File: src/rtl/mtc_pkg.sv
package mtc_pkg;
    typedef enum logic [1:0] {
        MT_UC = 2'b00,
        MT_WT = 2'b01,
        MT_WP = 2'b10,
        MT_WB = 2'b11
    } mtype_e;

    typedef enum logic [2:0] {
        S_IDLE,
        S_LOOKUP,
        S_WRITEBACK,
        S_FILL,
        S_MEMWRITE,
        S_RESPOND
    } state_e;

    typedef enum logic [1:0] {
        OP_REQ,
        OP_FLUSH,
        OP_SNOOP
    } op_e;
endpackage

File: src/rtl/mtc_store.sv
module mtc_store #(
    parameter int DATA_W = 32,
    parameter int TAG_W  = 5,
    parameter int IDX_W  = 3,
    parameter int OFF_W  = 2
) (
    input  logic              clk,
    input  logic              rst_n,
    input  logic [IDX_W-1:0]  idx,
    input  logic [OFF_W-1:0]  word,
    output logic              rd_valid,
    output logic              rd_dirty,
    output logic [TAG_W-1:0]  rd_tag,
    output logic [DATA_W-1:0] rd_data,
    input  logic              dat_we,
    input  logic [DATA_W-1:0] dat_wdata,
    input  logic              meta_we,
    input  logic              meta_valid,
    input  logic              meta_dirty,
    input  logic [TAG_W-1:0]  meta_tag
);
    localparam int NSETS  = 1 << IDX_W;
    localparam int NWORDS = NSETS << OFF_W;

    logic [DATA_W-1:0] data_q [NWORDS];
    logic [TAG_W-1:0]  tag_q  [NSETS];
    logic [NSETS-1:0]  valid_q;
    logic [NSETS-1:0]  dirty_q;

    always_ff @(posedge clk) begin
        if (dat_we) data_q[{idx, word}] <= dat_wdata;
        if (meta_we) tag_q[idx] <= meta_tag;
    end

    always_ff @(posedge clk) begin
        if (!rst_n) begin
            valid_q <= '0;
            dirty_q <= '0;
        end else if (meta_we) begin
            valid_q[idx] <= meta_valid;
            dirty_q[idx] <= meta_dirty;
        end
    end

    assign rd_valid = valid_q[idx];
    assign rd_dirty = dirty_q[idx];
    assign rd_tag   = tag_q[idx];
    assign rd_data  = data_q[{idx, word}];
endmodule

File: src/rtl/mtc_top.sv
module mtc_top
    import mtc_pkg::*;
#(
    parameter int ADDR_W     = 10,
    parameter int DATA_W     = 32,
    parameter int LINE_WORDS = 4,
    parameter int SETS       = 8
) (
    input  logic              clk,
    input  logic              rst_n,
    input  logic              req_valid,
    output logic              req_ready,
    input  logic              req_write,
    input  logic [1:0]        req_mtype,
    input  logic [ADDR_W-1:0] req_addr,
    input  logic [DATA_W-1:0] req_wdata,
    output logic              rsp_done,
    output logic [DATA_W-1:0] rsp_rdata,
    input  logic              flush_req,
    output logic              flush_done,
    input  logic              inv_req,
    input  logic [ADDR_W-1:0] inv_addr,
    output logic              inv_done,
    output logic              mem_req,
    output logic              mem_write,
    output logic [ADDR_W-1:0] mem_addr,
    output logic [DATA_W-1:0] mem_wdata,
    input  logic              mem_ack,
    input  logic [DATA_W-1:0] mem_rdata
);
    localparam int OFF_W = $clog2(LINE_WORDS);
    localparam int IDX_W = $clog2(SETS);
    localparam int TAG_W = ADDR_W - OFF_W - IDX_W;

    state_e state_q, state_d;
    op_e    op_q;
    mtype_e r_mtype;
    logic [ADDR_W-1:0] r_addr;
    logic              r_write;
    logic [DATA_W-1:0] r_wdata, r_rdata;
    logic [OFF_W-1:0]  cnt;

    logic [TAG_W-1:0]  rtag, rd_tag, meta_tag;
    logic [IDX_W-1:0]  idx;
    logic [OFF_W-1:0]  off, word_sel;
    logic              rd_valid, rd_dirty, hit, victim_dirty, is_uc, wp_write;
    logic              last_set, mem_beat, beat_last;
    logic [DATA_W-1:0] rd_data, dat_wdata;
    logic              dat_we, meta_we, meta_valid, meta_dirty;

    assign rtag         = r_addr[ADDR_W-1 -: TAG_W];
    assign idx          = r_addr[OFF_W +: IDX_W];
    assign off          = r_addr[OFF_W-1:0];
    assign hit          = rd_valid && (rd_tag == rtag);
    assign victim_dirty = rd_valid && rd_dirty;
    assign is_uc        = (r_mtype == MT_UC);
    assign wp_write     = r_write && (r_mtype == MT_WP);
    assign last_set     = &idx;
    assign mem_beat     = mem_req && mem_ack;
    assign beat_last    = mem_beat && (&cnt);
    assign word_sel     = (state_q == S_WRITEBACK || state_q == S_FILL) ? cnt : off;
    assign rsp_rdata    = r_rdata;

    mtc_store #(.DATA_W(DATA_W), .TAG_W(TAG_W), .IDX_W(IDX_W), .OFF_W(OFF_W)) u_store (
        .clk(clk), .rst_n(rst_n), .idx(idx), .word(word_sel),
        .rd_valid(rd_valid), .rd_dirty(rd_dirty), .rd_tag(rd_tag), .rd_data(rd_data),
        .dat_we(dat_we), .dat_wdata(dat_wdata),
        .meta_we(meta_we), .meta_valid(meta_valid), .meta_dirty(meta_dirty), .meta_tag(meta_tag)
    );

    // state register
    always_ff @(posedge clk) begin
        if (!rst_n) state_q <= S_IDLE;
        else        state_q <= state_d;
    end

    // next state
    always_comb begin
        state_d = state_q;
        unique case (state_q)
            S_IDLE: if (flush_req || inv_req || req_valid) state_d = S_LOOKUP;
            S_LOOKUP: begin
                unique case (op_q)
                    OP_FLUSH: begin
                        if (victim_dirty)  state_d = S_WRITEBACK;
                        else if (last_set) state_d = S_RESPOND;
                    end
                    OP_SNOOP: state_d = (hit && rd_dirty) ? S_WRITEBACK : S_RESPOND;
                    default: begin
                        if (is_uc)         state_d = r_write ? S_MEMWRITE : S_FILL;
                        else if (!r_write) state_d = hit ? S_RESPOND
                                                   : (victim_dirty ? S_WRITEBACK : S_FILL);
                        else begin
                            unique case (r_mtype)
                                MT_WT:   state_d = S_MEMWRITE;
                                MT_WP:   state_d = (hit && rd_dirty) ? S_WRITEBACK : S_MEMWRITE;
                                default: state_d = hit ? S_RESPOND
                                                 : (victim_dirty ? S_WRITEBACK : S_FILL);
                            endcase
                        end
                    end
                endcase
            end
            S_WRITEBACK: if (beat_last) begin
                unique case (op_q)
                    OP_FLUSH: state_d = last_set ? S_RESPOND : S_LOOKUP;
                    OP_SNOOP: state_d = S_RESPOND;
                    default:  state_d = wp_write ? S_MEMWRITE : S_FILL;
                endcase
            end
            S_FILL: begin
                if (is_uc) begin
                    if (mem_beat) state_d = S_RESPOND;
                end else if (beat_last) begin
                    state_d = S_LOOKUP;
                end
            end
            S_MEMWRITE: if (mem_beat) state_d = S_RESPOND;
            S_RESPOND:  state_d = S_IDLE;
            default:    state_d = S_IDLE;
        endcase
    end

    // outputs and array controls
    always_comb begin
        req_ready  = 1'b0;
        rsp_done   = 1'b0;
        flush_done = 1'b0;
        inv_done   = 1'b0;
        mem_req    = 1'b0;
        mem_write  = 1'b0;
        mem_addr   = r_addr;
        mem_wdata  = r_wdata;
        dat_we     = 1'b0;
        dat_wdata  = r_wdata;
        meta_we    = 1'b0;
        meta_valid = rd_valid;
        meta_dirty = rd_dirty;
        meta_tag   = rd_tag;
        unique case (state_q)
            S_IDLE: req_ready = !flush_req && !inv_req;
            S_LOOKUP: begin
                if (op_q == OP_SNOOP && hit && !rd_dirty) begin
                    meta_we    = 1'b1;
                    meta_valid = 1'b0;
                end else if (op_q == OP_REQ && !is_uc && r_write && hit) begin
                    unique case (r_mtype)
                        MT_WT: dat_we = 1'b1;
                        MT_WP: if (!rd_dirty) begin
                            meta_we    = 1'b1;
                            meta_valid = 1'b0;
                        end
                        default: begin
                            dat_we     = 1'b1;
                            meta_we    = 1'b1;
                            meta_dirty = 1'b1;
                        end
                    endcase
                end
            end
            S_WRITEBACK: begin
                mem_req   = 1'b1;
                mem_write = 1'b1;
                mem_addr  = {rd_tag, idx, cnt};
                mem_wdata = rd_data;
                if (beat_last) begin
                    meta_we    = 1'b1;
                    meta_dirty = 1'b0;
                    if (op_q == OP_SNOOP || (op_q == OP_REQ && wp_write)) meta_valid = 1'b0;
                end
            end
            S_FILL: begin
                mem_req = 1'b1;
                if (!is_uc) begin
                    mem_addr  = {rtag, idx, cnt};
                    dat_we    = mem_beat;
                    dat_wdata = mem_rdata;
                    if (beat_last) begin
                        meta_we    = 1'b1;
                        meta_valid = 1'b1;
                        meta_dirty = 1'b0;
                        meta_tag   = rtag;
                    end
                end
            end
            S_MEMWRITE: begin
                mem_req   = 1'b1;
                mem_write = 1'b1;
            end
            S_RESPOND: begin
                rsp_done   = (op_q == OP_REQ);
                flush_done = (op_q == OP_FLUSH);
                inv_done   = (op_q == OP_SNOOP);
            end
            default: ;
        endcase
    end

    // request capture and counters
    always_ff @(posedge clk) begin
        if (!rst_n) begin
            op_q    <= OP_REQ;
            r_mtype <= MT_UC;
            r_addr  <= '0;
            r_write <= 1'b0;
            r_wdata <= '0;
            r_rdata <= '0;
            cnt     <= '0;
        end else begin
            if (state_q == S_IDLE) begin
                if (flush_req) begin
                    op_q   <= OP_FLUSH;
                    r_addr <= '0;
                end else if (inv_req) begin
                    op_q   <= OP_SNOOP;
                    r_addr <= inv_addr;
                end else if (req_valid) begin
                    op_q    <= OP_REQ;
                    r_addr  <= req_addr;
                    r_write <= req_write;
                    r_wdata <= req_wdata;
                    r_mtype <= mtype_e'(req_mtype);
                end
            end
            if (state_q == S_LOOKUP) r_rdata <= rd_data;
            if (state_q == S_FILL && is_uc && mem_beat) r_rdata <= mem_rdata;
            if ((state_q == S_WRITEBACK || (state_q == S_FILL && !is_uc)) && mem_beat)
                cnt <= cnt + 1'b1;
            if (op_q == OP_FLUSH && !last_set &&
                ((state_q == S_LOOKUP && !victim_dirty) || (state_q == S_WRITEBACK && beat_last)))
                r_addr[OFF_W +: IDX_W] <= idx + 1'b1;
        end
    end
endmodule

File: config.mk
export PLATFORM = sky130hd
export DESIGN_NAME = mtc_top
export DESIGN_NICKNAME = d
export VERILOG_FILES = /design/src/rtl/mtc_pkg.sv /design/src/rtl/mtc_store.sv /design/src/rtl/mtc_top.sv
export SDC_FILE = /design/constraint.sdc
export NUM_CORES = 1
export LEC_CHECK = 0
export ABC_AREA = 0
export BUFFER_PORTS_ARGS = -buffer_cell sky130_fd_sc_hd__buf_2
export CAP_MARGIN = 25
export CELL_PAD_IN_SITES_DETAIL_PLACEMENT = 0
export CELL_PAD_IN_SITES_GLOBAL_PLACEMENT = 1
export CORE_UTILIZATION = 25
export DETAILED_ROUTE_END_ITERATION = 8
export HOLD_SLACK_MARGIN = 0.08
export MAX_ROUTING_LAYER = met4
export PLACE_DENSITY = 0.44
export RECOVER_POWER = 25
export SLEW_MARGIN = 30
export SYNTH_ARGS = -nofsm -noshare
export SYNTH_HDL_FRONTEND = slang
export SYNTH_HIERARCHICAL = 1
export SYNTH_SLANG_ARGS = --single-unit
File: constraint.sdc
create_clock -name clk -period 13.1 [get_ports clk]
set_clock_uncertainty 0.05 [all_clocks]
set_input_delay 1.965 -clock clk [delete_from_list [all_inputs] [get_ports clk]]
set_output_delay 1.965 -clock clk [all_outputs]
set_load 0.03 [all_outputs]
# After elaboration in Yosys (flattened, before gate mapping)
# Memories as Yosys holds them, arrays and structs flattened. A register that Yosys moved wholly into a read port is not among the register bits.
# Index checks and enable logic that the tools add are counted.
[classes]
n_lt_le_gt_ge = 2
mux = 86
n_reduce_logical = 50
addsub = 2
n_bitwise = 2
n_eq_ne = 14
[op_table]
columns = ["cell", "n"]
rows = [
  ["$mux W32", 5],
  ["$mux W3", 18],
  ["$mux W1", 36],
  ["$mux W10", 3],
  ["$logic_and A1 B1 Y1", 22],
  ["$mux W5", 4],
  ["$pmux W10 S2", 1],
  ["$pmux W3 S2", 3],
  ["$bwmux W8", 2],
  ["$pmux W3 S5", 1],
  ["$mux W2", 5],
  ["$pmux W1 S3", 3],
  ["$reduce_and A4 Y1", 2],
  ["$bmux W1 S3", 2],
  ["$eq A3 B2 Y1 const B", 2],
  ["$eq A3 B3 Y1 const B", 2],
  ["$logic_not A1 Y1", 6],
  ["$logic_or A1 B1 Y1", 6],
  ["$reduce_and A2 Y1", 3],
  ["$eq A5 B5 Y1", 1],
  ["$eq A2 B1 Y1 const B", 2],
  ["$eq A2 B2 Y1 const B", 2],
  ["$logic_not A2 Y1", 2],
  ["$lt A3 B4 Y1 const B", 1],
  ["17 further kinds", 22],
]
[totals]
out_inout_bits = 80
register_bits = 100
n_memories = 2
wordCells = 169
ramBits = 1064
inputBits = 93
[mem_list]
columns = ["memory", "words", "width", "read_ports", "rd_clocked_by_memory_dff", "write_ports", "line", "source"]
rows = [
  ["u_store.data_q", 32, 32, 1, 0, 1, "mtc_store.sv:25", "logic [DATA_W-1:0] data_q [NWORDS];"],
  ["u_store.tag_q", 8, 5, 1, 1, 1, "mtc_store.sv:26", "logic [TAG_W-1:0] tag_q [NSETS];"],
]

# Logic depth before layout (Yosys ltp)
# Gate-level depths: netlist (run 1).
[logic_depth]
ltp_word = 12
depth_mapped = 16
depth_no_buf = 12

# By module
# The synthesis (run 1) kept the hierarchy.
[by_module_without_submodules]
columns = ["module", "area_per_inst_um2", "seq_area_each_um2", "n_inst", "cells_each"]
rows = [
  ["mtc_store", 41275.8, 32271.0, 1, 2148],
  ["mtc_top", 5082.4, 1681.6, 1, 589],
]

# Least setup slack after synthesis (run 1)
# Ideal clock, no wire load.
[synth_timing]
path_type = "register to register"
startpoint = "register r_addr[3]"
endpoint = "memory u_store.data_q[0][0] (enable)"
t_arrival_ns = 4.511
required_time_ns = 12.629
stages_incl_launch_ff = 12
path_buffers = 3
period_less_slack_ns = 4.982
setup_ns = 0.421
path_slack_ns = 8.118
path_cell_list = "dfxtp_1 -> buf_6 -> buf_4 -> mux4_2 -> a221o_1 -> xor2_1 -> nor3_1 -> nand2_1 -> o41ai_1 -> or3b_2 -> clkbuf_1 -> nor2_1"
[synth_via]
elab_chain_cells = 9
elab_cells_between_ends = 14
classes_between = "9 x mux; 5 x reduce/logical"
[synth_rtl]
columns = ["item", "line", "source"]
rows = [
  ["start, declared", "mtc_top.sv:38", "logic [ADDR_W-1:0] r_addr;"],
  ["start signal, assigned", "mtc_top.sv:216", "r_addr <= inv_addr;"],
  ["start signal, assigned", "mtc_top.sv:219", "r_addr <= req_addr;"],
  ["start signal, assigned by index", "mtc_top.sv:231", "r_addr[OFF_W +: IDX_W] <= idx + 1'b1;"],
  ["$bmux W1 S3", "mtc_store.sv:45", "assign rd_valid = valid_q[idx];"],
  ["$mux W1 (not written as such)", "mtc_store.sv:45", ""],
  ["$logic_and A1 B1 Y1", "mtc_top.sv:54", "assign hit = rd_valid && (rd_tag == rtag);"],
  ["$logic_and A1 B1 Y1, on equally long branches", "mtc_top.sv:146, mtc_top.sv:143", ""],
  ["$mux W1 or $logic_and A1 B1 Y1 (tied branches)", "mtc_top.sv:146, mtc_top.sv:143", ""],
  ["$mux W1 (*)", "mtc_top.sv:143", "if (op_q == OP_SNOOP && hit && !rd_dirty) begin"],
  ["$pmux W1 S2 (*)", "mtc_top.sv:140", "unique case (state_q)"],
  ["net dat_we", "mtc_top.sv:49", "logic dat_we, meta_we, meta_valid, meta_dirty;"],
  ["$mux W1 (*)", "mtc_store.sv:31", "if (dat_we) data_q[{idx, word}] <= dat_wdata;"],
  ["$mux W1 (not written as such) (*)", "mtc_store.sv:31", ""],
  ["end, declared", "mtc_store.sv:25", ""],
]
# Mark *: on every way through the listed nets, which the timed path passes. The rest lies on a longest branch. The select of a mux whose other input is x is not followed.

# Worst setup path in the final report (run 1)
[layout_timing]
startpoint = "register state_q[2]"
endpoint = "output mem_wdata[1]"
[layout_via]
elab_chain_cells = 5
elab_cells_between_ends = 6
classes_between = "2 x eq/ne; 2 x mux; 1 x reduce/logical; 1 x memory"
[layout_rtl]
columns = ["item", "line", "source"]
rows = [
  ["start, declared", "mtc_top.sv:35", "state_e state_q, state_d;"],
  ["start signal, assigned", "mtc_top.sv:74", "else state_q <= state_d;"],
  ["$eq A3 B2 Y1", "mtc_top.sv:61", "assign word_sel = (state_q == S_WRITEBACK || state_q == S_FILL) ? cnt : off;"],
  ["$logic_or A1 B1 Y1 (*)", "mtc_top.sv:61", ""],
  ["$mux W2 (*)", "mtc_top.sv:61", ""],
  ["net word_sel[1]", "mtc_top.sv:45", "logic [OFF_W-1:0] off, word_sel;"],
  ["$mem_v2 Z32 W32 (*)", "--", ""],
  ["net rd_data[1]", "mtc_top.sv:48", "logic [DATA_W-1:0] rd_data, dat_wdata;"],
  ["$mux W32 (*)", "mtc_top.sv:140", ""],
  ["end, declared", "mtc_top.sv:27", "output logic [DATA_W-1:0] mem_wdata,"],
]
# Mark *: on every way through the listed nets, which the timed path passes. The rest lies on a longest branch.

==> impl_metrics.ini, run 1 <==
[route]
drt-initial-drc-count = 1901
route.detailed.drc = 0
wl_um = 147100
post_drt_via_cell_ratio = 4.726
num_vias = 26010
post_drt_wl_per_cell_um = 26.73
postRouteAntennaNets = 0
detail_route.first_pass.iterations = 5

[clock_network]
cts_resized = 0
buffers_inserted_during_post_cts_setup_optimization = 0
cts-buffers-inserted = 132
worst_setup_hold_path_clk_slew_ns = 0.06
clock_latency_ns = 0.76
cts_hold_buf = 0
cts-root-to-sink-buffers = 3
clock_tree_from_tritoncts = built
clk_root_buffer_cell = clkbuf_16
clock_sinks = 1164
h-tree-depth = 4

[min_path]
hold_path_class = flop to flop
hold-path-cell-count = 2

[sta]
setup_tns_ns = 0
drv_slew = 117
timing_hold_violations_final = 0
timing.fmax_mhz = 119.6
timing_worst_slew_pin_value_ns = 4.291
setup_viol = 0
finalWorstPathRequiredPeriod_ns = 8.362
timing.max_slew.rel_slack = -1.860
grt_setup_unrepaired = no
final_min_period_over_clock_period = 0.6384

[global_routing]
globalRouteTotalUtil = 0.1605
grt_pass1_vias = 26611
gr-max-usage-layer = met2
initial_antenna_violation_count = 1
groute.layer.met3.usage = 0.02471
globalRouteOverflowTotal = 0
wire_length_of_the_first_global_routing_pass_um = 206100
grtUsageMet2 = 0.2605
grt_start_max_net_pins = 116
met1_capacity_usage_during_global_routing = 0.2118

[logic_synthesis]
synthArstFlopShare = 0
postSynthNetCount = 2839
post_synth_edffs = 1064
ys_seq_area_frac = 0.7324
ys_top_cells_by_count = edfxtp_1 (1064), mux2i_1 (432), o22ai_1 (192)
synth_warnings = 6
synth.distinct_cells = 72
syn_inst = 2737
syn-cell-area_mm2 = 0.04636
synthFlopType = edfxtp_1
yosys_register_bits = 1164
synth_top_area_cell = edfxtp_1
syn_area_per_cell_um2 = 16.94
yosys.cell_count.top_type = edfxtp_1
synth_top_area_frac = 0.6892
yosys-top-cells-area = edfxtp_1 (69%), mux2i_1 (9.3%), dfxtp_1 (4.3%)

[die]
starting_density = 0.2524
floorplan.core_area_mm2 = 0.1837
die_w_um = 432.6
pin_count = 173
die_h_um = 432.6
fp-row-count = 157
die-area_mm2 = 0.1872

[power]
power_density_mw_per_mm2 = 168.5
power.leakage_nw = 16.59
power.ir.vdd_worst_mv = 0.1183

[worst_setup_path]
critical_path.startpoint_type = flop
worstPathRequired_ns = 11.09
worst_r2r_path_depth = 13
worstPathMaxFanout = 115
worstSetupPathDepth = 10
cp_top_family = multiplexers
slowest_delay_ns = 0.77
cp_data_arrival_time_ns = 6.35
critical_path.endpoint_type = output port
cp_num_buf_inv = 3
crit_path_cell_trace = nand2b_1 > mux2_8 > buf_4 > buf_12 > mux2i_1 > o22ai_1 > nor4_1 > nand3_1 > mux2_2 > buf_2
crit_path_top_delay_cell = dfxtp_1
timing_worst_setup_path_type = flop to output port

[outcome]
violations = capacitance limit, slew limit
run_status = complete, but fails checks

[finish]
number_of_standard_cells_in_the_layout_taps_in_and_fillers_out = 5504
num_antenna_cells = 0
fraction_of_final_layout_cells_with_drive_strength_greater_than_1 = 0.2033
area_growth_pct = 17.52
stdcell_area_mm2 = 0.05448
finalNetCount = 3039

[place]
numPlacedInstances = 5265
buffer_ports.inserted = 172
gp_congestion = 0.7581
dpl.hpwl_um = 82830
placedInstanceArea_mm2 = 0.05025

[flow_run]
maxCapViolations = 2
-- power by group --
part           total [W]  internal (W)  switching [W]
sequential       0.00418       0.00413      0.0000482
clock            0.00361       0.00211        0.00151
combinational    0.00139      0.000468       0.000922
total            0.00918       0.00670        0.00248
-- placed cells by master, fill, tap and decap left out, types with 52 or more instances in the layout --
cell       synthesis  layout
buf_4             28      72
clkbuf_16          0     139
o22ai_1          192     192
dfxtp_1          100      99
mux2i_1          432     432
mux4_2            67      67
edfxtp_1        1064    1064
a211oi_1          65      65
a21oi_1           52      52
buf_2             89     171
mux2_2            76      53
nand2_1          148     148
-- sequential cells by signal, summed over array words and instances (netlist names), 2 cells and up --
signal,cells
op_q,2
u_store/data_q,1024
u_store/dirty_q,8
r_wdata,32
cnt,2
rsp_rdata,32
u_store/valid_q,8
r_mtype,2
r_addr,10
u_store/tag_q,40
state_q,3
-- cells by family after synthesis --
logic type                 Yosys count  synth area share
xor gates and xnor gates             6          0.001134
and+or+nand+nor                    399           0.04275
buffers and inverters              201           0.02240
DFF                               1164            0.7324
muxes                              580            0.1456
adders and majority gates            9          0.002429
AOI/OAI and AO/OA                  378           0.05330
-- metrics by stage --
stage                     utilization  hold slack [ns]  power [W]  setup slack, ns
after floorplan                     -           0.3899   0.005151            8.118
after global placement         0.2735           0.4021   0.005649            5.416
after detailed placement       0.2736           0.4130   0.005667            5.352
after CTS                      0.2964           0.4214   0.009305            4.495
after global routing           0.2966           0.4374   0.009509            4.367
final                          0.2966           0.4178   0.009179            4.738
-- cell type report --
class / instances / area, um2
well taps: 2464 / 3083
clock buffers: 172 / 3612
multi-input cells: 1372 / 11700
inverters: 17 / 65.06
fillers: 18095 / 129200
repair buffers: 250 / 1478
clock inverters: 65 / 584.3
flip-flops and latches: 1164 / 33950
-- worst register-to-register path: stages (launching register included) --
cell and delay (ns):
dfxtp_1 0.88, buf_4 0.45, and3_2 0.24, buf_4 0.61, a22oi_1 0.23, nand3_1 0.21, xnor2_1 0.16, and3_1 0.33
nand2_1 0.17, o41ai_1 0.54, buf_4 0.24, nand3_1 0.62, nor2_4 0.82, buf_4 0.62
-- routing by layer --
metal	vias up	wire, um	share of wire
li1	11299	-	-
met1	13965	67460	0.46
met2	579	71510	0.49
met3	167	5820	0.040
met4	0	2317	0.016
met5	-	0	0
-- worst paths after layout --
check	from	endpoint	slack, ns
hold / removal	r_wdata[8]	r_wdata[8]	0.42
hold reg to reg	r_wdata[8]	r_wdata[8]	0.42
setup reg to reg	r_addr[3]	u_store/data_q[23][7]	6.52
setup / recovery	state_q[2]	mem_wdata[1]	4.74
No activity file was read; power rests on OpenSTA's default activity.
==> inputs of run 2 (changes only) <==
--- a/config.mk
+++ b/config.mk
@@ -14,7 +14,7 @@
 export DETAILED_ROUTE_END_ITERATION = 8
 export HOLD_SLACK_MARGIN = 0.08
 export MAX_ROUTING_LAYER = met4
-export PLACE_DENSITY = 0.44
+export PLACE_DENSITY = 0.46
 export RECOVER_POWER = 25
 export SLEW_MARGIN = 30
 export SYNTH_ARGS = -nofsm -noshare
==> constraint.sdc (replaced) <==
create_clock -name clk -period 7.25 [get_ports clk]
set_clock_uncertainty 0.05 [all_clocks]
set_input_delay 1.0875 -clock clk [delete_from_list [all_inputs] [get_ports clk]]
set_output_delay 1.0875 -clock clk [all_outputs]
set_load 0.03 [all_outputs]
==> run 2 against run 1 <==
  * The run still ends with capacitance limit, slew limit left
  * Count of clock-buffer cells in the layout grew 11
  * Sequential share of layout area fell by 0.30 points
  * Critical path type unchanged
  * Worst hold slack got worse by 0.0023 ns
  * Non-clock buffer count rose by 26
  * Design area up 0.49%
  * Register-to-register slack got worse by 4.9 ns
  * Highest routed layer unchanged
  * Cell count rose by 0.33%
==> impl_metrics.ini, run 2 (synthesis results as in run 1) <==
[outcome]
run_status = complete, but fails checks
violations = capacitance limit, slew limit

[sta]
drv_slew = 57
timing.max_slew.rel_slack = -1.119
timing_hold_violations_final = 0
setup_tns_ns = 0
fin_hold_ws_ns = 0.4156
setup_viol = 0
finalWorstPathRequiredPeriod_ns = 6.346
timing_worst_slew_pin_value_ns = 3.178
grt_setup_unrepaired = no
fin_ws_ns = 0.9041
final_min_period_over_clock_period = 0.8753
timing.fmax_mhz = 157.6

[route]
postRouteAntennaNets = 0
post_drt_via_cell_ratio = 4.608
detail_route.first_pass.iterations = 6
drt-initial-drc-count = 1757
post_drt_wl_per_cell_um = 26.01
num_vias = 25446
wl_um = 143600
route.detailed.drc = 0

[die]
die_h_um = 432.6
floorplan.core_area_mm2 = 0.1837
starting_density = 0.2524
pin_count = 173
die-area_mm2 = 0.1872
fp-row-count = 157
die_w_um = 432.6

[flow_run]
maxCapViolations = 3

[clock_network]
worst_setup_hold_path_clk_slew_ns = 0.06
clock_sinks = 1164
cts_resized = 0
cts_hold_buf = 0
cts-root-to-sink-buffers = 3
h-tree-depth = 4
buffers_inserted_during_post_cts_setup_optimization = 0
clock_tree_from_tritoncts = built
clk_root_buffer_cell = clkbuf_16
clock_latency_ns = 0.75
cts-buffers-inserted = 130

[finish]
top_register = u_store/data_q
finalNetCount = 3063
fraction_of_final_layout_cells_with_drive_strength_greater_than_1 = 0.1954
commonest_cells_after_routing_fill_and_taps_aside = edfxtp_1 (1064), mux2i_1 (432), o22ai_1 (192)
largest_registers = u_store/data_q (1024), u_store/tag_q (40)
area_growth_pct = 18.10
fillerInstances = 18137
largest_register_ff_count = 1024
stdcell_area_mm2 = 0.05475
layout_commonest_cell = edfxtp_1

[power]
power.ir.vdd_worst_mv = 0.2344
flop_pwr_share = 0.459
power_switching_share = 0.2671
share_comb_of_total_power = 0.153
power_density_mw_per_mm2 = 300.3
power.leakage_nw = 16.59
switching_power_w = 0.004391
power.internal_w = 0.01205
clockPowerShare = 0.387

[worst_setup_path]
ff2ff_setup_slack_ns = 1.64
cp_num_buf_inv = 3
cp_top_family = simple AND/OR/NAND/NOR gates
critical_path.endpoint_type = output port
worstPathRequired_ns = 6.11
slowest_delay_ns = 0.88
critical_path.startpoint_type = flop
crit_path_cell_trace = buf_4 > nand2b_1 > mux2_8 > or4_2 > buf_4 > o22ai_1 > nor4_1 > nand3_1 > mux2_2 > buf_2
timing_worst_setup_path_type = flop to output port
crit_path_top_delay_cell = nor4_1
worstPathMaxFanout = 46
path_common_cell = buf_4
cp_data_arrival_time_ns = 5.21

[place]
gp_congestion = 0.7688
pre_cts_setup_slack_ns = 1.554
buffer_ports.inserted = 172
placedInstanceArea_mm2 = 0.05073
dpl.hpwl_um = 88640

[global_routing]
globalRouteTotalUtil = 0.1573
globalRouteOverflowTotal = 0
initial_antenna_violation_count = 9
grt_start_max_net_pins = 67
wire_length_of_the_first_global_routing_pass_um = 201900
grt_pass1_vias = 25848

[min_path]
hold_path_class = flop to flop
==> run 2: cell types whose count changed in the layout (fill, tap and decap cells not counted), sizes merged <==
| cell | change |
|---|---|
| buf | -5 |
| clkinv | -14 |
| diode | +3 |
| bufinv | -2 |
| clkbuf | +42 |
| clkinvlp | -5 |
| inv | -1 |
==> run 2: worst reg2reg max path, stage by stage, from the launching register on <==
cell      delay, ns
dfxtp_2        0.89
buf_4          0.44
and3b_1        0.35
a222oi_1       0.12
o21ai_0        0.30
inv_1          0.13
nor3_1         0.29
nand2_1        0.18
o41ai_1        0.49
buf_4          0.25
or3b_2         0.70
nor2_4         0.70
buf_4          0.41
==> run 2: power groups by stage <==
stage	clock, W	combinational, W	sequential [W]
final	0.00637	0.00252	0.00755
after global routing	0.00680	0.00268	0.00756
after CTS	0.00657	0.00259	0.00755
after detailed placement	0	0.00258	0.00769
after global placement	0	0.00258	0.00769
after floorplan	0	0.00156	0.00775
==> run 2: layer usage <==
layer / wire length, um / share of wire / global-route usage / up-vias
met3: 4793 / 0.033 / 0.02454 / 154
met5: 0 / 0 / - / -
met2: 70040 / 0.49 / 0.2535 / 495
met4: 3238 / 0.023 / 0.04401 / 0
li1: - / - / - / 11349
met1: 65540 / 0.46 / 0.2048 / 13448
==> run 2: worst paths after layout <==
path / start / end / depth (start not counted)
max: state_q[2] / mem_wdata[25] / 10
min: r_wdata[19] / r_wdata[19] / 2
max reg2reg: r_addr[4] / u_store/data_q[24][10] / 12
min reg2reg: r_wdata[19] / r_wdata[19] / 2
==> run 2: through the flow <==
step	std cells	util	power, W
after global routing	5521	0.2981	0.01705
after global placement	5288	0.2757	0.01027
after CTS	5518	0.2983	0.01671
after floorplan	2737	-	0.009307
final	5522	0.2981	0.01644
after detailed placement	5292	0.2762	0.01027
==> run 2: area by class of cell <==
class                      instances  area [um2]  share of cell area
tap                             2464        3083             0.05631
multi-input combinational       1372       11720              0.2141
timing repair buffer             276        1866             0.03407
sequential                      1164       33960              0.6202
clock inverter                    43       375.4            0.006856
inverter                          17       66.31            0.001211
antenna                            3       7.507           0.0001371
clock buffer                     183        3675             0.06712
